File: src/rtl/intconv_pkg.sv
// Shared size encoding and helpers for the integer width conversion unit.
// Assumes a 32-bit datapath; long is recognised only to be rejected.
package intconv_pkg;

    typedef enum logic [1:0] {
        SZ_BYTE = 2'd0,
        SZ_HALF = 2'd1,
        SZ_WORD = 2'd2,
        SZ_LONG = 2'd3
    } size_e;

    localparam int unsigned LANE_W = 8;

    // Largest unsigned value a size can hold (word and above: all ones).
    function automatic logic [31:0] umax_of(input size_e sz);
        case (sz)
            SZ_BYTE: umax_of = 32'h0000_00FF;
            SZ_HALF: umax_of = 32'h0000_FFFF;
            default: umax_of = 32'hFFFF_FFFF;
        endcase
    endfunction

    // Largest signed value a size can hold.
    function automatic logic [31:0] smax_of(input size_e sz);
        case (sz)
            SZ_BYTE: smax_of = 32'h0000_007F;
            SZ_HALF: smax_of = 32'h0000_7FFF;
            default: smax_of = 32'h7FFF_FFFF;
        endcase
    endfunction

    // Smallest signed value a size can hold, as a 32-bit pattern.
    function automatic logic [31:0] smin_of(input size_e sz);
        case (sz)
            SZ_BYTE: smin_of = 32'hFFFF_FF80;
            SZ_HALF: smin_of = 32'hFFFF_8000;
            default: smin_of = 32'h8000_0000;
        endcase
    endfunction

    // Weight of the top bit of a size, i.e. 2^(n-1).
    function automatic logic [31:0] topbit_of(input size_e sz);
        case (sz)
            SZ_BYTE: topbit_of = 32'h0000_0080;
            SZ_HALF: topbit_of = 32'h0000_8000;
            default: topbit_of = 32'h8000_0000;
        endcase
    endfunction

endpackage

File: src/rtl/intconv_cfg.sv
// Validates the size codes and lane selector.
// Outputs effective sizes (long folded to word) and the effective selector
// (forced to 0 on any error). Purely combinational.
module intconv_cfg
    import intconv_pkg::*;
(
    input  logic [1:0] src_size,
    input  logic [1:0] dst_size,
    input  logic [1:0] lane_sel,
    output size_e      eff_src,
    output size_e      eff_dst,
    output logic [1:0] eff_sel,
    output logic       bad
);

    logic size_bad;
    logic sel_bad;

    // Detect unsupported sizes and selectors that do not fit the source size.
    always_comb begin
        size_bad = (size_e'(src_size) == SZ_LONG) || (size_e'(dst_size) == SZ_LONG);
        case (size_e'(src_size))
            SZ_BYTE: sel_bad = 1'b0;
            SZ_HALF: sel_bad = lane_sel[0];
            default: sel_bad = (lane_sel != 2'd0);
        endcase
        bad = size_bad || sel_bad;
    end

    // Fold long to word and fall back to lane 0 when the configuration is bad.
    always_comb begin
        eff_src = (size_e'(src_size) == SZ_LONG) ? SZ_WORD : size_e'(src_size);
        eff_dst = (size_e'(dst_size) == SZ_LONG) ? SZ_WORD : size_e'(dst_size);
        eff_sel = bad ? 2'd0 : lane_sel;
    end

endmodule

File: src/rtl/intconv_lane.sv
// Extracts the selected byte or halfword lane and widens it to DATA_W bits,
// sign- or zero-extending by the source signedness. Word sources pass through.
// Assumes the selector has already been validated.
module intconv_lane
    import intconv_pkg::*;
#(
    parameter int unsigned DATA_W = 32
) (
    input  logic [DATA_W-1:0] operand,
    input  size_e             src_sz,
    input  logic [1:0]        sel,
    input  logic              is_signed,
    output logic [DATA_W-1:0] ext_val
);

    localparam int unsigned HALF_W = 2 * LANE_W;

    logic [DATA_W-1:0] shifted;
    logic [LANE_W-1:0] byte_f;
    logic [HALF_W-1:0] half_f;

    // Move the chosen lane down to bit 0.
    always_comb begin
        shifted = operand >> (sel * LANE_W);
        byte_f  = shifted[LANE_W-1:0];
        half_f  = shifted[HALF_W-1:0];
    end

    // Widen the lane by the source signedness.
    always_comb begin
        case (src_sz)
            SZ_BYTE: ext_val = {{(DATA_W-LANE_W){is_signed & byte_f[LANE_W-1]}}, byte_f};
            SZ_HALF: ext_val = {{(DATA_W-HALF_W){is_signed & half_f[HALF_W-1]}}, half_f};
            default: ext_val = operand;
        endcase
    end

endmodule

File: src/rtl/intconv_absneg.sv
// Applies the optional absolute value (signed sources only), then the optional
// two's complement negation. Combinational.
module intconv_absneg #(
    parameter int unsigned DATA_W = 32
) (
    input  logic [DATA_W-1:0] in_val,
    input  logic              is_signed,
    input  logic              abs_en,
    input  logic              neg_en,
    output logic [DATA_W-1:0] out_val
);

    logic [DATA_W-1:0] abs_val;

    // Absolute value: only a signed value with its top bit set changes.
    always_comb begin
        if (abs_en && is_signed && in_val[DATA_W-1])
            abs_val = -in_val;
        else
            abs_val = in_val;
    end

    // Negation follows the absolute value.
    always_comb begin
        out_val = neg_en ? -abs_val : abs_val;
    end

endmodule

File: src/rtl/intconv_clamp.sv
// Final range stage. With saturation it clamps into the destination range,
// comparing with the source signedness. Without it, it masks narrow
// destinations to their width. Assumes 32-bit values and sizes with long
// already folded to word.
module intconv_clamp
    import intconv_pkg::*;
#(
    parameter int unsigned DATA_W = 32
) (
    input  logic [DATA_W-1:0] in_val,
    input  size_e             src_sz,
    input  size_e             dst_sz,
    input  logic              src_signed,
    input  logic              dst_signed,
    input  logic              sat_en,
    output logic [DATA_W-1:0] out_val
);

    logic [DATA_W-1:0] d_umax;
    logic [DATA_W-1:0] d_smax;
    logic [DATA_W-1:0] d_smin;
    logic [DATA_W-1:0] s_top;
    logic              dst_narrow;
    logic              both_word;
    logic [DATA_W-1:0] s2u_floor;
    logic [DATA_W-1:0] s2u_val;
    logic [DATA_W-1:0] ww_val;
    logic [DATA_W-1:0] sdst_val;
    logic [DATA_W-1:0] udst_val;
    logic [DATA_W-1:0] wrap_val;

    // Range constants for the current sizes.
    always_comb begin
        d_umax     = umax_of(dst_sz);
        d_smax     = smax_of(dst_sz);
        d_smin     = smin_of(dst_sz);
        s_top      = topbit_of(src_sz);
        dst_narrow = (dst_sz != SZ_WORD);
        both_word  = (src_sz == SZ_WORD) && (dst_sz == SZ_WORD);
    end

    // Signed source into unsigned destination: negatives to zero, then upper bound.
    always_comb begin
        s2u_floor = (in_val >= s_top) ? '0 : in_val;
        if (dst_narrow && (s2u_floor > d_umax))
            s2u_val = d_umax;
        else
            s2u_val = s2u_floor;
    end

    // Word into word: clamp only when the signedness differs.
    always_comb begin
        if (src_signed == dst_signed)
            ww_val = in_val;
        else if (in_val > d_smax)
            ww_val = d_smax;
        else
            ww_val = in_val;
    end

    // Signed destination: a signed source uses both bounds, an unsigned one the upper bound.
    always_comb begin
        if (src_signed) begin
            if ($signed(in_val) < $signed(d_smin))
                sdst_val = d_smin;
            else if ($signed(in_val) > $signed(d_smax))
                sdst_val = d_smax;
            else
                sdst_val = in_val;
        end else begin
            sdst_val = (in_val > d_smax) ? d_smax : in_val;
        end
    end

    // Unsigned destination from an unsigned source: upper bound only.
    always_comb begin
        udst_val = (in_val > d_umax) ? d_umax : in_val;
    end

    // Wrapping mode: keep the low destination bits.
    always_comb begin
        wrap_val = dst_narrow ? (in_val & d_umax) : in_val;
    end

    // Select the path for the current mode.
    always_comb begin
        if (!sat_en)
            out_val = wrap_val;
        else if (src_signed && !dst_signed)
            out_val = s2u_val;
        else if (both_word)
            out_val = ww_val;
        else if (dst_signed)
            out_val = sdst_val;
        else
            out_val = udst_val;
    end

endmodule

File: src/rtl/intconv_unit.sv
// Integer width conversion unit top level. It chains configuration checking,
// lane extraction, abs/negate and clamp/mask, then derives the flags. With
// OUT_REG = 1, the outputs are registered once (synchronous active-low reset).
// With OUT_REG = 0, the outputs are combinational.
module intconv_unit
    import intconv_pkg::*;
#(
    parameter int unsigned DATA_W  = 32,
    parameter int unsigned OUT_REG = 1
) (
    input  logic        clk,
    input  logic        rst_n,
    input  logic [31:0] operand,
    input  logic [1:0]  src_size,
    input  logic [1:0]  dst_size,
    input  logic        src_signed,
    input  logic        dst_signed,
    input  logic [1:0]  lane_sel,
    input  logic        abs_en,
    input  logic        neg_en,
    input  logic        sat_en,
    output logic [31:0] result,
    output logic        flag_zero,
    output logic        flag_sign,
    output logic        cfg_err
);

    localparam int unsigned MSB = DATA_W - 1;

    size_e             eff_src;
    size_e             eff_dst;
    logic [1:0]        eff_sel;
    logic              bad;
    logic [DATA_W-1:0] ext_val;
    logic [DATA_W-1:0] an_val;
    logic [DATA_W-1:0] conv_val;
    logic              zero_c;
    logic              sign_c;

    intconv_cfg u_cfg (
        .src_size (src_size),
        .dst_size (dst_size),
        .lane_sel (lane_sel),
        .eff_src  (eff_src),
        .eff_dst  (eff_dst),
        .eff_sel  (eff_sel),
        .bad      (bad)
    );

    intconv_lane #(.DATA_W(DATA_W)) u_lane (
        .operand   (operand),
        .src_sz    (eff_src),
        .sel       (eff_sel),
        .is_signed (src_signed),
        .ext_val   (ext_val)
    );

    intconv_absneg #(.DATA_W(DATA_W)) u_absneg (
        .in_val    (ext_val),
        .is_signed (src_signed),
        .abs_en    (abs_en),
        .neg_en    (neg_en),
        .out_val   (an_val)
    );

    intconv_clamp #(.DATA_W(DATA_W)) u_clamp (
        .in_val     (an_val),
        .src_sz     (eff_src),
        .dst_sz     (eff_dst),
        .src_signed (src_signed),
        .dst_signed (dst_signed),
        .sat_en     (sat_en),
        .out_val    (conv_val)
    );

    // Condition flags from the final value.
    always_comb begin
        zero_c = (conv_val == '0);
        sign_c = conv_val[MSB];
    end

    generate
        if (OUT_REG != 0) begin : g_reg
            // Output stage: register the result, flags and error.
            always_ff @(posedge clk) begin
                if (!rst_n) begin
                    result    <= '0;
                    flag_zero <= 1'b1;
                    flag_sign <= 1'b0;
                    cfg_err   <= 1'b0;
                end else begin
                    result    <= conv_val;
                    flag_zero <= zero_c;
                    flag_sign <= sign_c;
                    cfg_err   <= bad;
                end
            end
        end else begin : g_comb
            // Pass-through outputs when no register stage is wanted.
            always_comb begin
                result    = conv_val;
                flag_zero = zero_c;
                flag_sign = sign_c;
                cfg_err   = bad;
            end
        end
    endgenerate

    // A long size on either side must be reported.
    p_long_err_r8: assert property (@(posedge clk) disable iff (!rst_n)
        ((src_size == 2'd3) || (dst_size == 2'd3)) |-> bad);

    // Wrapping into a byte leaves nothing above bit 7.
    p_wrap_byte_r7: assert property (@(posedge clk) disable iff (!rst_n)
        (!sat_en && (dst_size == 2'd0)) |-> (conv_val[31:8] == 24'd0));

    // Signed-to-unsigned saturation never yields a negative pattern.
    p_s2u_nonneg_r4: assert property (@(posedge clk) disable iff (!rst_n)
        (sat_en && src_signed && !dst_signed) |-> !conv_val[MSB]);

    // Signed byte saturation of a signed source stays within the signed byte range.
    p_sbyte_range_r6: assert property (@(posedge clk) disable iff (!rst_n)
        (sat_en && src_signed && dst_signed && (dst_size == 2'd0))
        |-> ((conv_val[31:7] == '0) || (conv_val[31:7] == '1)));

    // Absolute value of a signed value is non-negative, except the most negative word.
    p_abs_nonneg_r3: assert property (@(posedge clk) disable iff (!rst_n)
        (abs_en && !neg_en && src_signed && (ext_val != 32'h8000_0000)) |-> !an_val[MSB]);

    // Output flags agree with the output value.
    p_zero_flag_r9: assert property (@(posedge clk) disable iff (!rst_n)
        flag_zero == (result == 32'd0));

    p_sign_flag_r9: assert property (@(posedge clk) disable iff (!rst_n)
        flag_sign == result[31]);

endmodule

File: config.mk
export PLATFORM = sky130hd
export DESIGN_NAME = intconv_unit
export DESIGN_NICKNAME = d
export VERILOG_FILES = /design/src/rtl/intconv_pkg.sv /design/src/rtl/intconv_cfg.sv /design/src/rtl/intconv_lane.sv /design/src/rtl/intconv_absneg.sv /design/src/rtl/intconv_clamp.sv /design/src/rtl/intconv_unit.sv
export SDC_FILE = /design/constraint.sdc
export NUM_CORES = 1
export LEC_CHECK = 0
export BUFFER_PORTS_ARGS = -buffer_cell sky130_fd_sc_hd__clkbuf_2
export CORE_AREA = 5 5 157 159
export CTS_CLUSTER_SIZE = 24
export DETAILED_ROUTE_END_ITERATION = 8
export DIE_AREA = 0 0 162 164
export PLACE_DENSITY = 0.69
export SYNTH_ARGS = -nofsm -noshare
export SYNTH_HDL_FRONTEND = slang
export SYNTH_SLANG_ARGS = --single-unit
File: constraint.sdc
create_clock -name clk -period 14.67 [get_ports clk]
set_clock_uncertainty 0.1 [all_clocks]
set_input_delay 2.934 -clock clk [delete_from_list [all_inputs] [get_ports clk]]
set_output_delay 2.934 -clock clk [all_outputs]
set_load 0.03 [all_outputs]
==> summary.md <==
| Metric | Value |
|---|---|
| Average footprint of a synthesized cell | `about 7 um2` |
| Final design utilization | `42.7%` |
| Antenna-violating nets left | `0` |
| Number of max-cap violations | `0` |
| Number of post-CTS setup repair buffers | `0` |
| Global route total overflow | `0` |
| Total Neg Setup Slack | `0 ns` |
| Hold Crit Endpoint | `flag_zero$_SDFF_PN1_` |
| Count of TritonRoute iterations in the first routing pass | `6` |
| Actual slew at the worst max-slew pin | `approximately 1.0 ns` |
| Setup repair after global routing missed its margin | `no` |
| Io pins | `80` |
| TritonCTS clock tree | `yes` |
| Count of routing violations after the opening detailed-route iteration | `1447` |
| Growth of design area from synthesis to finish | `8.88%` |
| Seq/Total Area, Yosys | `under 10%` |
| Vias | `~11000` |
| Share of the clock period used by the worst path after layout | `93.7%` |
| Number of flops mapped to enable cells by yosys | `0` |
| Worst Hold Class | `in -> reg` |
| Critical Path Source Type | `primary input` |
| Ys async rst share | `0%` |
| WL final | `about 36000 um` |
| Effective utilization at floorplan | `between 30% and 40%` |
| Number of warning messages in the yosys log | `0` |
| Synthesized area | `a little over 9000 um2` |
| Final instance area | `roughly 9900 um2` |
| Setup Crit Path Kind | `in -> reg` |
| Via count of the first global-routing pass | `a little over 10000` |
| Initial antenna violation count | `0` |
| Total Die Area | `26600 um2` |
| Share of final-layout standard cells stronger than drive strength 1 | `11.7%` |
| Worst-path cell with the longest stage delay | `sky130_fd_sc_hd__or4_1` |
| Maximum achievable frequency | `72.7 MHz` |
| Post-DP HPWL | `roughly 29000 um` |
| Hold violation count in the final report | `0` |
| Flop and latch count out of synthesis | `34` |
| Number of design rule violations left after detail routing | `0` |
| Root buf cell | `sky130_fd_sc_hd__clkbuf_16` |
| Core Area | `~23000 um2` |
| IR Drop Worst-Case VDD | `0.0695 mV` |
| Cell Area, Placed | `roughly 9700 um2` |
| Area contributors post-synth | `sky130_fd_sc_hd__ha_1 (13%), sky130_fd_sc_hd__dfxtp_1 (7.5%), sky130_fd_sc_hd__a21oi_1 (5.8%)` |
| Clock buffer depth | `2` |
| Gpl congestion | `1.07` |
| Die Wd | `approximately 160 um` |
| Capturing element type of the critical path | `flop` |
| Standard-cell rows | `56` |
| Normalized max-slew margin | `between 20 and 30%` |
| Vias per std cell | `6.79` |
| Clock transition at path regs | `~0.050 ns` |
| GRT Util Overall | `26.1%` |
| Largest fanout on the critical path | `27` |
| Hold Path Origin | `rst_n` |
| Number of max-slew violations in the final report | `0` |
| Leakage power of the design | `between 3 and 4 nW` |
| Predominant post-synthesis flop cell | `sky130_fd_sc_hd__dfxtp_1` |
| Die extent in y | `~160 um` |
| Status | `complete, no violations` |
| CP required | `14.75 ns` |
| Num CTS Buffers | `5` |
| WP data arrival | `13.83 ns` |
| Wire length of the first global-routing pass | `56800 um` |
| Multi-input combinational cell area | `around 8000 um2` |
| Number of clock sinks | `34` |
| Number of H-tree levels | `2` |
| Min cycle time layout | `between 10 and 15 ns` |
| Area of all sequential standard cells | `a little under 700 um2` |
| Largest net degree at the start of global routing | `57` |
| Slowest Stage Delay on Critical Path | `roughly 0.66 ns` |
| Power density over the cells | `78.4 nW/um2` |
| Number of cells traversed by the worst hold path | `2` |
| Gate count of the mapped netlist | `approximately 1300` |
| Detailed-route wire length per cell | `22.2 um` |
| Post-CTS sizing | `0` |
| Number of unique standard cell types used by synthesis | `between 100 and 150` |
| Cell taking the most area after synthesis | `sky130_fd_sc_hd__ha_1` |
| Fillcell total | `around 2500` |
| NumNets Final | `~1500` |
| Number of setup violations in the final report | `0` |
| Synth top area share | `12.5%` |
| Post-Synthesis Net Count | `~1500` |
| Count of input and output buffers | `79` |
| Number of hold buffers added after cts | `0` |
## worst max-delay path, delay by kind of cell
kind                     cells  cell delay (ns)
multiplexers                 1             0.43
XOR/XNOR                     1             0.60
AND/OR/NAND/NOR             16             4.92
buffers and inverters        2             0.49
adder cells (fa/ha/maj)      3             1.09
AO/OA/AOI/OAI                9             3.31
## per-stage QoR
stage	power, mW	std cells	worst slack [ns]	hold WS (ns)
6_report	0.775	1642	0.923	2.91
5_1_grt	0.823	1641	0.155	2.94
4_1_cts	0.760	1641	1.17	2.91
3_5_place_dp	0.623	1633	0.895	3.18
3_3_place_gp	0.620	1633	1.28	3.18
2_1_floorplan	0.471	1315	2.50	2.96
## cells in the final DEF, fill, tap and decap left out, drive strengths merged, types with 12 or more instances in the layout
cell type	n
o211ai	29
a21o	18
nand4	36
a21oi	105
mux2i	15
a211o	14
dfxtp	34
nor4	23
or4	12
inv	47
a31oi	27
nor3	45
xor2	12
xnor2	30
or3	24
o31ai	21
o21a	18
nand2b	21
ha	91
a211oi	39
and2	23
o21ai	64
or2	15
o221ai	12
nand2	92
nand3	40
nor2	140
clkbuf	84
buf	16
nor2b	16
## registers in the layout, summed over array words and instances, names as in the netlist
| register | cells |
|---|---|
| flag_zero | 1 |
| cfg_err | 1 |
| result | 32 |
## cells in the mapped netlist, types with 6 or more instances
master	number
sky130_fd_sc_hd__nor2_1	138
sky130_fd_sc_hd__a21oi_1	105
sky130_fd_sc_hd__ha_1	91
sky130_fd_sc_hd__nand2_1	90
sky130_fd_sc_hd__o21ai_0	57
sky130_fd_sc_hd__clkbuf_1	45
sky130_fd_sc_hd__inv_1	45
sky130_fd_sc_hd__nor3_1	43
sky130_fd_sc_hd__nand3_1	40
sky130_fd_sc_hd__a211oi_1	39
sky130_fd_sc_hd__nand4_1	35
sky130_fd_sc_hd__dfxtp_1	34
sky130_fd_sc_hd__xnor2_1	30
sky130_fd_sc_hd__a31oi_1	27
sky130_fd_sc_hd__o211ai_1	27
sky130_fd_sc_hd__or3_1	24
sky130_fd_sc_hd__and2_1	22
sky130_fd_sc_hd__nor4_1	22
sky130_fd_sc_hd__nand2b_1	21
sky130_fd_sc_hd__o31ai_1	20
sky130_fd_sc_hd__a21o_1	18
sky130_fd_sc_hd__o21a_1	18
sky130_fd_sc_hd__nor2b_1	16
sky130_fd_sc_hd__a211o_1	14
sky130_fd_sc_hd__mux2i_1	14
sky130_fd_sc_hd__or2_2	14
sky130_fd_sc_hd__buf_2	12
sky130_fd_sc_hd__o22ai_1	11
sky130_fd_sc_hd__or4_1	11
sky130_fd_sc_hd__xor2_1	11
sky130_fd_sc_hd__and3_1	10
sky130_fd_sc_hd__o221ai_1	10
sky130_fd_sc_hd__buf_1	9
sky130_fd_sc_hd__mux2_2	9
sky130_fd_sc_hd__o21bai_1	9
sky130_fd_sc_hd__o41ai_1	9
sky130_fd_sc_hd__a311oi_1	8
sky130_fd_sc_hd__o2111ai_1	8
sky130_fd_sc_hd__o31a_1	8
sky130_fd_sc_hd__a21boi_0	7
sky130_fd_sc_hd__a22oi_1	7
sky130_fd_sc_hd__a41oi_1	7
sky130_fd_sc_hd__a221o_1	6
## per-layer routing
metal  vias up  part of all wire, %  GRT usage (%)
met5         -                    0              0
met2       749                   43           41.8
met1      5113                   42           35.5
met3       119                  9.9           3.69
li1       5162                    -              -
met4         0                  4.9           10.7
## kinds of logic after synthesis
family,share of synthesized area (%)
xor+xnor,4.13
buf+inv,5.13
mux,3.10
fa+ha+maj,12.5
compound gates,38.0
flops,7.50
simple gates,29.6
## cell type report
class                   count  share of cell area [%]
diodes                      1                  0.0253
multi-input cells        1162                    80.3
well taps                 290                    3.67
clock buffers               5                    1.27
repair buffers             95                    5.22
clock inverters             3                   0.696
flip-flops and latches     34                    6.89
inverters                  52                    1.97
## report_power, final
group	internal [mW]	switching (mW)
Clock	0.0974	0.0369
Sequential	0.104	0.00285
Combinational	0.170	0.363
## worst max path at each step
stage | startpoint | endpoint | slack [ns] | cells after the start
2_1_floorplan | lane_sel[1] | flag_zero$_SDFF_PN1_ | 2.50 | 43
3_3_place_gp | src_size[1] | flag_zero$_SDFF_PN1_ | 1.28 | 39
3_5_place_dp | src_size[0] | flag_zero$_SDFF_PN1_ | 0.90 | 38
4_1_cts | src_size[0] | flag_zero$_SDFF_PN1_ | 1.17 | 38
5_1_grt | lane_sel[0] | flag_zero$_SDFF_PN1_ | 0.15 | 39
6_report | src_size[0] | flag_zero$_SDFF_PN1_ | 0.92 | 32
(Power assumes the default switching activity.)
